## src/rtl/lnk_pkg.sv

```systemverilog
`timescale 1ns/1ps
package lnk_pkg;
    typedef enum logic [1:0] {
        ST_ARM   = 2'd0,
        ST_SEEK  = 2'd1,
        ST_TRACK = 2'd2,
        ST_LATCH = 2'd3
    } lnk_state_t;
endpackage

```

## src/rtl/lnk_gen.sv

```systemverilog
`timescale 1ns/1ps
module lnk_gen #(
    parameter int WORD_W = 16
) (
    input  logic              clk,
    input  logic              rst_n,
    input  logic              tx_ready,
    output logic              tx_valid,
    output logic [WORD_W-1:0] tx_data
);
    always_ff @(posedge clk or negedge rst_n) begin
        if (!rst_n) begin
            tx_valid <= 1'b0;
            tx_data  <= '0;
        end else begin
            tx_valid <= 1'b1;
            if (tx_valid && tx_ready)
                tx_data <= tx_data + 1'b1;
        end
    end
endmodule

```

## src/rtl/lnk_rxmon.sv

```systemverilog
`timescale 1ns/1ps
module lnk_rxmon #(
    parameter int WORD_W = 16
) (
    input  logic              clk,
    input  logic              rst_n,
    input  logic              rx_valid,
    input  logic [WORD_W-1:0] rx_data,
    output logic              seq_err
);
    logic              have_prev_q;
    logic [WORD_W-1:0] prev_q;
    logic [WORD_W-1:0] want;

    assign want = prev_q + 1'b1;

    always_ff @(posedge clk or negedge rst_n) begin
        if (!rst_n) begin
            have_prev_q <= 1'b0;
            prev_q      <= '0;
            seq_err     <= 1'b0;
        end else begin
            seq_err <= rx_valid && have_prev_q && (rx_data != want);
            if (rx_valid) begin
                prev_q      <= rx_data;
                have_prev_q <= 1'b1;
            end
        end
    end
endmodule

```

## src/rtl/lnk_ctrl.sv

```systemverilog
`timescale 1ns/1ps
module lnk_ctrl
    import lnk_pkg::*;
#(
    parameter int unsigned WINDOW = 200_000_000,
    parameter int          WORD_W = 16,
    parameter int          CNT_W  = $clog2(WINDOW + 1)
) (
    input  logic              clk,
    input  logic              rst_n,
    input  logic              rx_valid,
    input  logic [WORD_W-1:0] rx_data,
    input  logic [WORD_W-1:0] tx_data,
    output logic [CNT_W-1:0]  thr_words,
    output logic [WORD_W-1:0] lat_cnt,
    output logic              done
);
    localparam logic [CNT_W-1:0] LAST = CNT_W'(WINDOW - 1);

    lnk_state_t        st_q, st_d;
    logic [CNT_W-1:0]  wcnt_q;
    logic [CNT_W-1:0]  rxcnt_q;
    logic [WORD_W-1:0] lat_run_q;
    logic              counting;
    logic              win_last;
    logic              first_hit;
    logic [WORD_W-1:0] gap;
    logic [CNT_W-1:0]  rx_inc;

    assign counting  = (st_q == ST_SEEK) || (st_q == ST_TRACK);
    assign win_last  = counting && (wcnt_q == LAST);
    assign first_hit = (st_q == ST_SEEK) && rx_valid;
    assign gap       = tx_data - rx_data;
    assign rx_inc    = {{(CNT_W-1){1'b0}}, rx_valid};
    assign done      = (st_q == ST_LATCH);

    // state register
    always_ff @(posedge clk or negedge rst_n) begin
        if (!rst_n) st_q <= ST_ARM;
        else        st_q <= st_d;
    end

    // transitions
    always_comb begin
        st_d = st_q;
        unique case (st_q)
            ST_ARM:   st_d = ST_SEEK;
            ST_SEEK:  begin
                if (win_last)      st_d = ST_LATCH;
                else if (rx_valid) st_d = ST_TRACK;
            end
            ST_TRACK: if (win_last) st_d = ST_LATCH;
            ST_LATCH: st_d = ST_SEEK;
            default:  st_d = ST_ARM;
        endcase
    end

    // counters and published results
    always_ff @(posedge clk or negedge rst_n) begin
        if (!rst_n) begin
            wcnt_q    <= '0;
            rxcnt_q   <= '0;
            lat_run_q <= '0;
            thr_words <= '0;
            lat_cnt   <= '0;
        end else begin
            unique case (st_q)
                ST_ARM, ST_LATCH: begin
                    wcnt_q    <= '0;
                    rxcnt_q   <= '0;
                    lat_run_q <= '0;
                end
                ST_SEEK, ST_TRACK: begin
                    wcnt_q  <= wcnt_q + 1'b1;
                    rxcnt_q <= rxcnt_q + rx_inc;
                    if (first_hit)
                        lat_run_q <= gap;
                    if (win_last) begin
                        thr_words <= rxcnt_q + rx_inc;
                        lat_cnt   <= first_hit ? gap : lat_run_q;
                    end
                end
                default: ;
            endcase
        end
    end
endmodule

```

## src/rtl/lnk_probe.sv

```systemverilog
`timescale 1ns/1ps
module lnk_probe #(
    parameter int unsigned WINDOW = 200_000_000,
    parameter int          WORD_W = 16,
    localparam int         CNT_W  = $clog2(WINDOW + 1)
) (
    input  logic              clk,
    input  logic              rst_n,
    input  logic              tx_ready,
    output logic              tx_valid,
    output logic [WORD_W-1:0] tx_data,
    input  logic              rx_valid,
    input  logic [WORD_W-1:0] rx_data,
    output logic [CNT_W-1:0]  thr_words,
    output logic [WORD_W-1:0] lat_cnt,
    output logic              done,
    output logic              seq_err
);
    lnk_gen #(.WORD_W(WORD_W)) u_gen (
        .clk      (clk),
        .rst_n    (rst_n),
        .tx_ready (tx_ready),
        .tx_valid (tx_valid),
        .tx_data  (tx_data)
    );

    lnk_rxmon #(.WORD_W(WORD_W)) u_rxmon (
        .clk      (clk),
        .rst_n    (rst_n),
        .rx_valid (rx_valid),
        .rx_data  (rx_data),
        .seq_err  (seq_err)
    );

    lnk_ctrl #(.WINDOW(WINDOW), .WORD_W(WORD_W), .CNT_W(CNT_W)) u_ctrl (
        .clk       (clk),
        .rst_n     (rst_n),
        .rx_valid  (rx_valid),
        .rx_data   (rx_data),
        .tx_data   (tx_data),
        .thr_words (thr_words),
        .lat_cnt   (lat_cnt),
        .done      (done)
    );
endmodule

```

## config.mk

```make
export PLATFORM = sky130hd
export DESIGN_NAME = lnk_probe
export DESIGN_NICKNAME = d
export VERILOG_FILES = /design/src/rtl/lnk_pkg.sv /design/src/rtl/lnk_gen.sv /design/src/rtl/lnk_rxmon.sv /design/src/rtl/lnk_ctrl.sv /design/src/rtl/lnk_probe.sv
export SDC_FILE = /design/constraint.sdc
export NUM_CORES = 1
export LEC_CHECK = 0
export BUFFER_PORTS_ARGS = -buffer_cell sky130_fd_sc_hd__buf_2
export CAP_MARGIN = 0
export CORE_AREA = 2 2 124 126
export CTS_CLUSTER_SIZE = 14
export DETAILED_ROUTE_END_ITERATION = 8
export DIE_AREA = 0 0 126 128
export GPL_TIMING_DRIVEN = 0
export PLACE_DENSITY = 0.75
export SETUP_SLACK_MARGIN = 0.1
export SYNTH_ARGS = -nofsm -noshare
export SYNTH_HDL_FRONTEND = slang
export SYNTH_SLANG_ARGS = --single-unit
```

## constraint.sdc

```tcl
create_clock -name clk -period 2.4 [get_ports clk]
set_clock_uncertainty 0.05 [all_clocks]
set_input_delay 0.36 -clock clk [delete_from_list [all_inputs] [get_ports clk]]
set_output_delay 0.36 -clock clk [all_outputs]
set_load 0.03 [all_outputs]
```

==> results of run 1 <==
## flip-flops by register name, summed over array words and instances (netlist names)
name	count
u_ctrl.rxcnt_q	28
u_ctrl.thr_words	28
u_ctrl.st_q	2
u_ctrl.lat_run_q	16
u_rxmon.seq_err	1
u_ctrl.wcnt_q	28
u_gen.tx_valid	1
u_ctrl.lat_cnt	16
u_rxmon.prev_q	16
u_gen.tx_data	16
u_rxmon.have_prev_q	1
## area by class of cell
class / instances / share of cell area
Sequential cell: 153 / 0.412
Timing Repair Buffer: 100 / 0.0661
Clock buffer: 17 / 0.0458
Tap cell: 188 / 0.0253
Inverter: 25 / 0.0101
Buffer: 29 / 0.0199
Multi-Input combinational cell: 589 / 0.408
Clock inverter: 15 / 0.0128
## routing by layer
layer	GRT usage	wire length, um
met5	0	0
met4	0.0789	255
met3	0.0422	858
met2	0.353	8370
met1	0.318	8140
## cell families (layout without fill, tap and decap cells)
kind of cell               count (synthesis)  in the layout  share of synthesized area
xor gates and xnor gates                  98             98                      0.112
buffers and inverters                     55            186                     0.0295
muxes                                     24             24                     0.0341
DFF                                      153            153                      0.499
adders and majority gates                 25             25                     0.0418
AOI/OAI and AO/OA                        116            116                     0.0871
other                                      1              1                   0.000489
and+or+nand+nor                          325            325                      0.196
## worst paths after layout
kind	endpoint	cells after the start
max	u_ctrl.lat_cnt[8]$_DFFE_PN0P_	12
min	u_ctrl.thr_words[15]$_DFFE_PN0P_	1
max reg2reg	u_ctrl.lat_cnt[8]$_DFFE_PN0P_	12
min reg2reg	u_ctrl.thr_words[6]$_DFFE_PN0P_	2
max in group asynchronous	u_gen.tx_data[1]$_DFFE_PN0P_	2
min in group clk	u_rxmon.prev_q[14]$_DFFE_PN0P_	2
## timing repair
action / 4_1_cts / 5_1_grt
setup buffers: 9 / 6
cloned: 0 / 2
pin swaps: 10 / 11
hold buffers: 0 / 0
endpoints found under the setup margin: 65 / 62
gates resized for setup: 21 / 61
## stage by stage
step                       TNS, ns  instances
after floorplan            -0.0588        797
after global placement     -200.90       1067
after detailed placement     -1.20       1068
final                      -0.0542       1116
after global routing        -0.830       1116
after CTS                 -0.00733       1108
## power breakdown
group,internal (mW),total [mW],leakage (nW),switching (mW)
clock,1.34,2.47,0.262,1.13
combinational,0.822,2.17,2.11,1.35
sequential,2.80,2.99,1.86,0.182
total,4.97,7.62,4.23,2.66
## cell usage after synthesis (7+ instances only)
cell type,number,share of area
dfrtp_1,153,0.50
nor2_1,105,0.051
nand2_1,101,0.049
xnor2_1,52,0.059
xor2_1,46,0.053
o21ai_0,42,0.027
nand3_1,34,0.022
a21oi_1,33,0.022
inv_1,25,0.012
ha_1,24,0.039
nand4_1,23,0.019
clkbuf_1,22,0.011
mux2_2,17,0.025
nor3_1,13,0.0085
and3_1,12,0.0098
a21o_1,9,0.0088
and4_1,8,0.0091
o21ai_1,8,0.0052
mux2i_1,7,0.0091
==> impl_metrics.env, run 1 <==
export IMPL_start_util=0.516
export IMPL_final_max_slew_violation_count=0
export IMPL_htree_levels=4
export IMPL_yosys_register_bits=153
export IMPL_regToRegSetupSlack_ns=-0.02
export IMPL_path_common_cell="inv_2"
export IMPL_cap_viol_max_count=0
export IMPL_drt_vias_per_instance=5.53
export IMPL_max_stage_delay_ns=0.41
export IMPL_rsz0062_at_grt="true"
export IMPL_crit_chain="inv_2, ha_4, inv_2, fa_2, a21o_1, a311o_1, a31oi_4, buf_4, xor2_1, nor2_1, a21oi_2, o21ai_1"
export IMPL_tritoncts="built"
export IMPL_core_area_sq_um=14900
export IMPL_clockBufferDepth=2
export IMPL_p_per_area_nw_per_um2=820
export IMPL_synth_cell_types=51
export IMPL_status="finished, violations left"
export IMPL_seqCellArea_sq_um=3830
export IMPL_place_area_sq_um=8370
export IMPL_nFillCells=1242
export IMPL_violations="hold timing, setup timing"
export IMPL_crit_family="compound AO/OA/AOI/OAI gates"
export IMPL_port_buffers=82
export IMPL_wire_per_inst_um=15.8
export IMPL_multiInputGateArea_sq_um=3790
export IMPL_tightest_slew_ns=0.867
export IMPL_diodes=0
export IMPL_r2r_start="u_gen.tx_data[0]$_DFFE_PN0P_"
export IMPL_synth_seq_area_share=0.499
export IMPL_syn_cell_area_sq_um=7670
export IMPL_layout_nets=960
export IMPL_grt_util_all_layers=0.225
export IMPL_layout_common_cells="dfrtp_1, nor2_1, nand2_1"
export IMPL_ios=83
export IMPL_timing_final_crit_period_ns=2.42
export IMPL_grt_max_degree=93
export IMPL_drc_errors=0
export IMPL_crit_arrival_ns=2.68
export IMPL_gr_total_overflow=0
export IMPL_ys_flop_type="dfrtp_1"
export IMPL_grt_pass1_vias=6009
export IMPL_slew_headroom=0.422
export IMPL_area_delta_synth_final_pct=21.2
export IMPL_leakage_nw=4.23
export IMPL_startpoint="u_gen.tx_data[0]$_DFFE_PN0P_"
export IMPL_layout_commonest_cell="dfrtp_1"
export IMPL_first_pass_iters=4
export IMPL_path_max_fanout=3
export IMPL_endpoint_kind="flip-flop"
export IMPL_chipWidth_um=126
export IMPL_finalHoldViolations=28
export IMPL_design_power_total_mw=7.62
export IMPL_holdWs_ns=-0.0417
export IMPL_final_util=0.625
export IMPL_fin_crit_sh=1.01
export IMPL_worst_path_max_delay_cell="dfrtp_2"
export IMPL_routed_via_count=6171
export IMPL_fmax_ghz=0.413
export IMPL_required_ns=2.65
export IMPL_dieArea_sq_um=16100
export IMPL_clock_root_buffer="clkbuf_16"
export IMPL_clock_latency_ns=0.43
export IMPL_hpwl_mm=12.1
export IMPL_drive_gt1_frac=0.220
export IMPL_synth_warnings=0
export IMPL_setup_viol=3
export IMPL_fp_row_count=45
export IMPL_design_area_sq_um=9300
export IMPL_dp_slack_ns=-0.151
export IMPL_avgSynthCellArea_sq_um=9.62
export IMPL_crit_buf_inv=3
export IMPL_drtIter0Drc=345
export IMPL_peakVddDrop_mv=0.759
export IMPL_clk_pin_slew_ns=0.07
export IMPL_syn_num_nets=842
export IMPL_die_h_um=128
export IMPL_totalWireLength_mm=17.6
export IMPL_numCtsBuffers=17
export IMPL_synth_edff_count=0
export IMPL_grt_pass1_wl_mm=29.3
export IMPL_cp_start_kind="flip-flop"
export IMPL_clkSinkCount=153
export IMPL_min_path_type="in -> async"
export IMPL_antenna_left=0
export IMPL_synth_async_reset_ratio=1.00
export IMPL_antenna_found_initial=0
export IMPL_synthCells=797
export IMPL_finalWorstSetupSlack_ns=-0.0227
export IMPL_routabilityCongestion=0.861
export IMPL_worstSetupPathType="reg -> reg"
(Power assumes the default switching activity.)
==> run 2, diff against run 1 <==
--- a/config.mk
+++ b/config.mk
@@ -7,13 +7,13 @@
 export LEC_CHECK = 0
 export BUFFER_PORTS_ARGS = -buffer_cell sky130_fd_sc_hd__buf_2
 export CAP_MARGIN = 0
-export CORE_AREA = 2 2 124 126
+export CORE_AREA = 2 2 167 169
 export CTS_CLUSTER_SIZE = 14
 export DETAILED_ROUTE_END_ITERATION = 8
-export DIE_AREA = 0 0 126 128
+export DIE_AREA = 0 0 169 171
 export GPL_TIMING_DRIVEN = 0
-export PLACE_DENSITY = 0.75
 export SETUP_SLACK_MARGIN = 0.1
 export SYNTH_ARGS = -nofsm -noshare
 export SYNTH_HDL_FRONTEND = slang
+export SYNTH_HIERARCHICAL = 1
 export SYNTH_SLANG_ARGS = --single-unit
==> impl_metrics.env, run 2 <==
export IMPL_status="finished, violations left"
export IMPL_violations="setup timing"
export IMPL_clockBufferDepth=2
export IMPL_worstSetupPathType="reg -> reg"
export IMPL_endpoint_kind="flip-flop"
export IMPL_clock_latency_ns=0.43
export IMPL_leakage_nw=4.54
export IMPL_tightest_slew_ns=0.582
export IMPL_crit_arrival_ns=2.70
export IMPL_synth_common_cells="dfrtp_1, nor2_1, nand2_1"
export IMPL_clk_pin_slew_ns=0.06
export IMPL_peakVddDrop_mv=0.566
export IMPL_layout_common_cells="dfrtp_1, nor2_1, buf_2"
export IMPL_grt_max_degree=102
export IMPL_synth_most_common_cell="dfrtp_1"
export IMPL_synth_top_area_share=0.478
export IMPL_chipWidth_um=169
export IMPL_hpwl_mm=13.8
export IMPL_port_buffers=82
export IMPL_cp_start_kind="flip-flop"
export IMPL_synth_async_reset_ratio=1.00
export IMPL_first_pass_iters=4
export IMPL_grt_util_all_layers=0.136
export IMPL_fmax_ghz=0.408
export IMPL_layout_nets=1000
export IMPL_drtIter0Drc=290
export IMPL_slew_headroom=0.612
export IMPL_totalWireLength_mm=20.0
export IMPL_final_setup_tns_ns=-0.103
export IMPL_fin_crit_sh=1.02
export IMPL_tritoncts="built"
export IMPL_synth_cell_types=70
export IMPL_gr_total_overflow=0
export IMPL_syn_cell_area_sq_um=8010
export IMPL_htree_levels=4
export IMPL_design_power_total_mw=8.01
export IMPL_numCtsBuffers=17
export IMPL_required_ns=2.65
export IMPL_antenna_found_initial=0
export IMPL_drc_errors=0
export IMPL_ios=83
export IMPL_core_area_sq_um=27300
export IMPL_synthTopCellsByArea="dfrtp_1, xor2_1, xnor2_1"
export IMPL_dieArea_sq_um=28900
export IMPL_worst_r2r_path_depth=11
export IMPL_fp_row_count=61
export IMPL_clock_root_buffer="clkbuf_16"
export IMPL_synthCells=818
export IMPL_ys_flop_type="dfrtp_1"
export IMPL_routabilityCongestion=0.875
export IMPL_cap_viol_max_count=0
export IMPL_reg_top3="u_ctrl/rxcnt_q (28), u_ctrl/thr_words (28), u_ctrl/wcnt_q (28)"
export IMPL_timing_final_crit_period_ns=2.45
export IMPL_drt_vias_per_instance=4.84
export IMPL_grt_pass1_vias=6068
export IMPL_clkSinkCount=153
export IMPL_final_util=0.384
export IMPL_synth_seq_area_share=0.478
export IMPL_syn_num_nets=864
export IMPL_antenna_left=0
export IMPL_avgSynthCellArea_sq_um=9.79
export IMPL_hold_depth=3
export IMPL_path_max_fanout=5
export IMPL_layout_commonest_cell="dfrtp_1"
export IMPL_final_max_slew_violation_count=0
export IMPL_synth_edff_count=0
export IMPL_die_h_um=171
export IMPL_setup_viol=3
export IMPL_wire_per_inst_um=15.2
export IMPL_area_delta_synth_final_pct=31.1
export IMPL_finalWorstSetupSlack_ns=-0.0488
export IMPL_routed_via_count=6349
export IMPL_start_util=0.293
export IMPL_diodes=0
export IMPL_drive_gt1_frac=0.324
export IMPL_p_per_area_nw_per_um2=764
export IMPL_synth_top_cell_by_area="dfrtp_1"
export IMPL_min_path_type="in -> reg"
export IMPL_finalHoldViolations=0
export IMPL_synth_warnings=6
export IMPL_yosys_register_bits=153
export IMPL_grt_pass1_wl_mm=31.2
export IMPL_rsz0062_at_grt="true"
[run 2: cell type report]
class                           count  area [sq um]
Buffer                             31           273
Inverter                           27           101
Clock buffer                       19           433
Multi-Input combinational cell    605          4440
Sequential cell                   153          3840
Clock inverter                     13           135
Fill cell                        2644         16800
Tap cell                          346           433
Timing Repair Buffer              119           838
[run 2: where the power goes]
part | leakage, nW | total, mW | internal, mW | switching (mW)
combinational | 2.43 | 2.37 | 0.894 | 1.48
sequential | 1.84 | 3.02 | 2.82 | 0.200
clock | 0.265 | 2.62 | 1.46 | 1.16
[run 2: cell families (layout without fill, tap and decap cells)]
kind of cell / after synthesis / count (layout) / share of synthesized area
simple gates: 340 / 340 / 0.217
flops: 153 / 153 / 0.478
compound gates: 119 / 119 / 0.0888
xor+xnor: 96 / 96 / 0.106
buf+inv: 60 / 209 / 0.0364
fa+ha+maj: 26 / 26 / 0.0416
mux: 23 / 23 / 0.0314
other cells: 1 / 1 / 0.000468
[run 2: per-stage QoR]
step / area (sq um) / hold WS [ns] / setup slack [ns] / std cells
floorplan: 8050 / 0.0144 / 0.0696 / 818
global placement: 8900 / 0.407 / -1.68 / 1246
global route: 10500 / 0.171 / -0.147 / 1313
CTS: 9870 / 0.143 / 0.00425 / 1297
finish: 10500 / 0.153 / -0.0488 / 1313
detailed placement: 8930 / 0.310 / -0.216 / 1247
[run 2: path summary, 6_finish.rpt]
| path | from | slack, ns | endpoint |
|---|---|---|---|
| min reg2reg | u_rxmon/have_prev_q$_DFFE_PN0P_ | 0.43 | u_rxmon/have_prev_q$_DFFE_PN0P_ |
| max | u_ctrl/st_q[0]$_DFFE_PN0P_ | -0.05 | u_ctrl/lat_cnt[11]$_DFFE_PN0P_ |
| max in group asynchronous | rst_n | 1.01 | u_ctrl/lat_run_q[7]$_DFF_PN0_ |
| max reg2reg | u_ctrl/st_q[0]$_DFFE_PN0P_ | -0.05 | u_ctrl/lat_cnt[11]$_DFFE_PN0P_ |
| min | rx_data[2] | 0.15 | u_rxmon/prev_q[2]$_DFFE_PN0P_ |
| min in group asynchronous | rst_n | 0.40 | u_gen/tx_data[0]$_DFFE_PN0P_ |
[run 2: critical path: stages (launching register included)]
cell,delay [ns]
dfrtp_1,0.36
inv_1,0.05
ha_1,0.29
clkbuf_8,0.14
nor4b_4,0.24
nand3_2,0.11
or4_4,0.46
buf_8,0.16
buf_12,0.12
buf_16,0.13
a21oi_2,0.11
nand3_1,0.09
[run 2: routing by layer]
layer / vias to the layer above / share of wire / track usage
met2: 95 / 0.48 / 0.222
met3: 27 / 0.038 / 0.0305
met4: 0 / 0.020 / 0.0502
li1: 3101 / - / -
met5: - / 0 / 0
met1: 3126 / 0.46 / 0.177
[run 2: what timing repair did]
item,4_1_cts,5_1_grt
hold buffers,1,0
cloned,2,3
pin swaps,6,61
gates resized for setup,42,141
buffers inserted,16,14
endpoints found under the setup margin,56,59
hold endpoints to repair,52,0
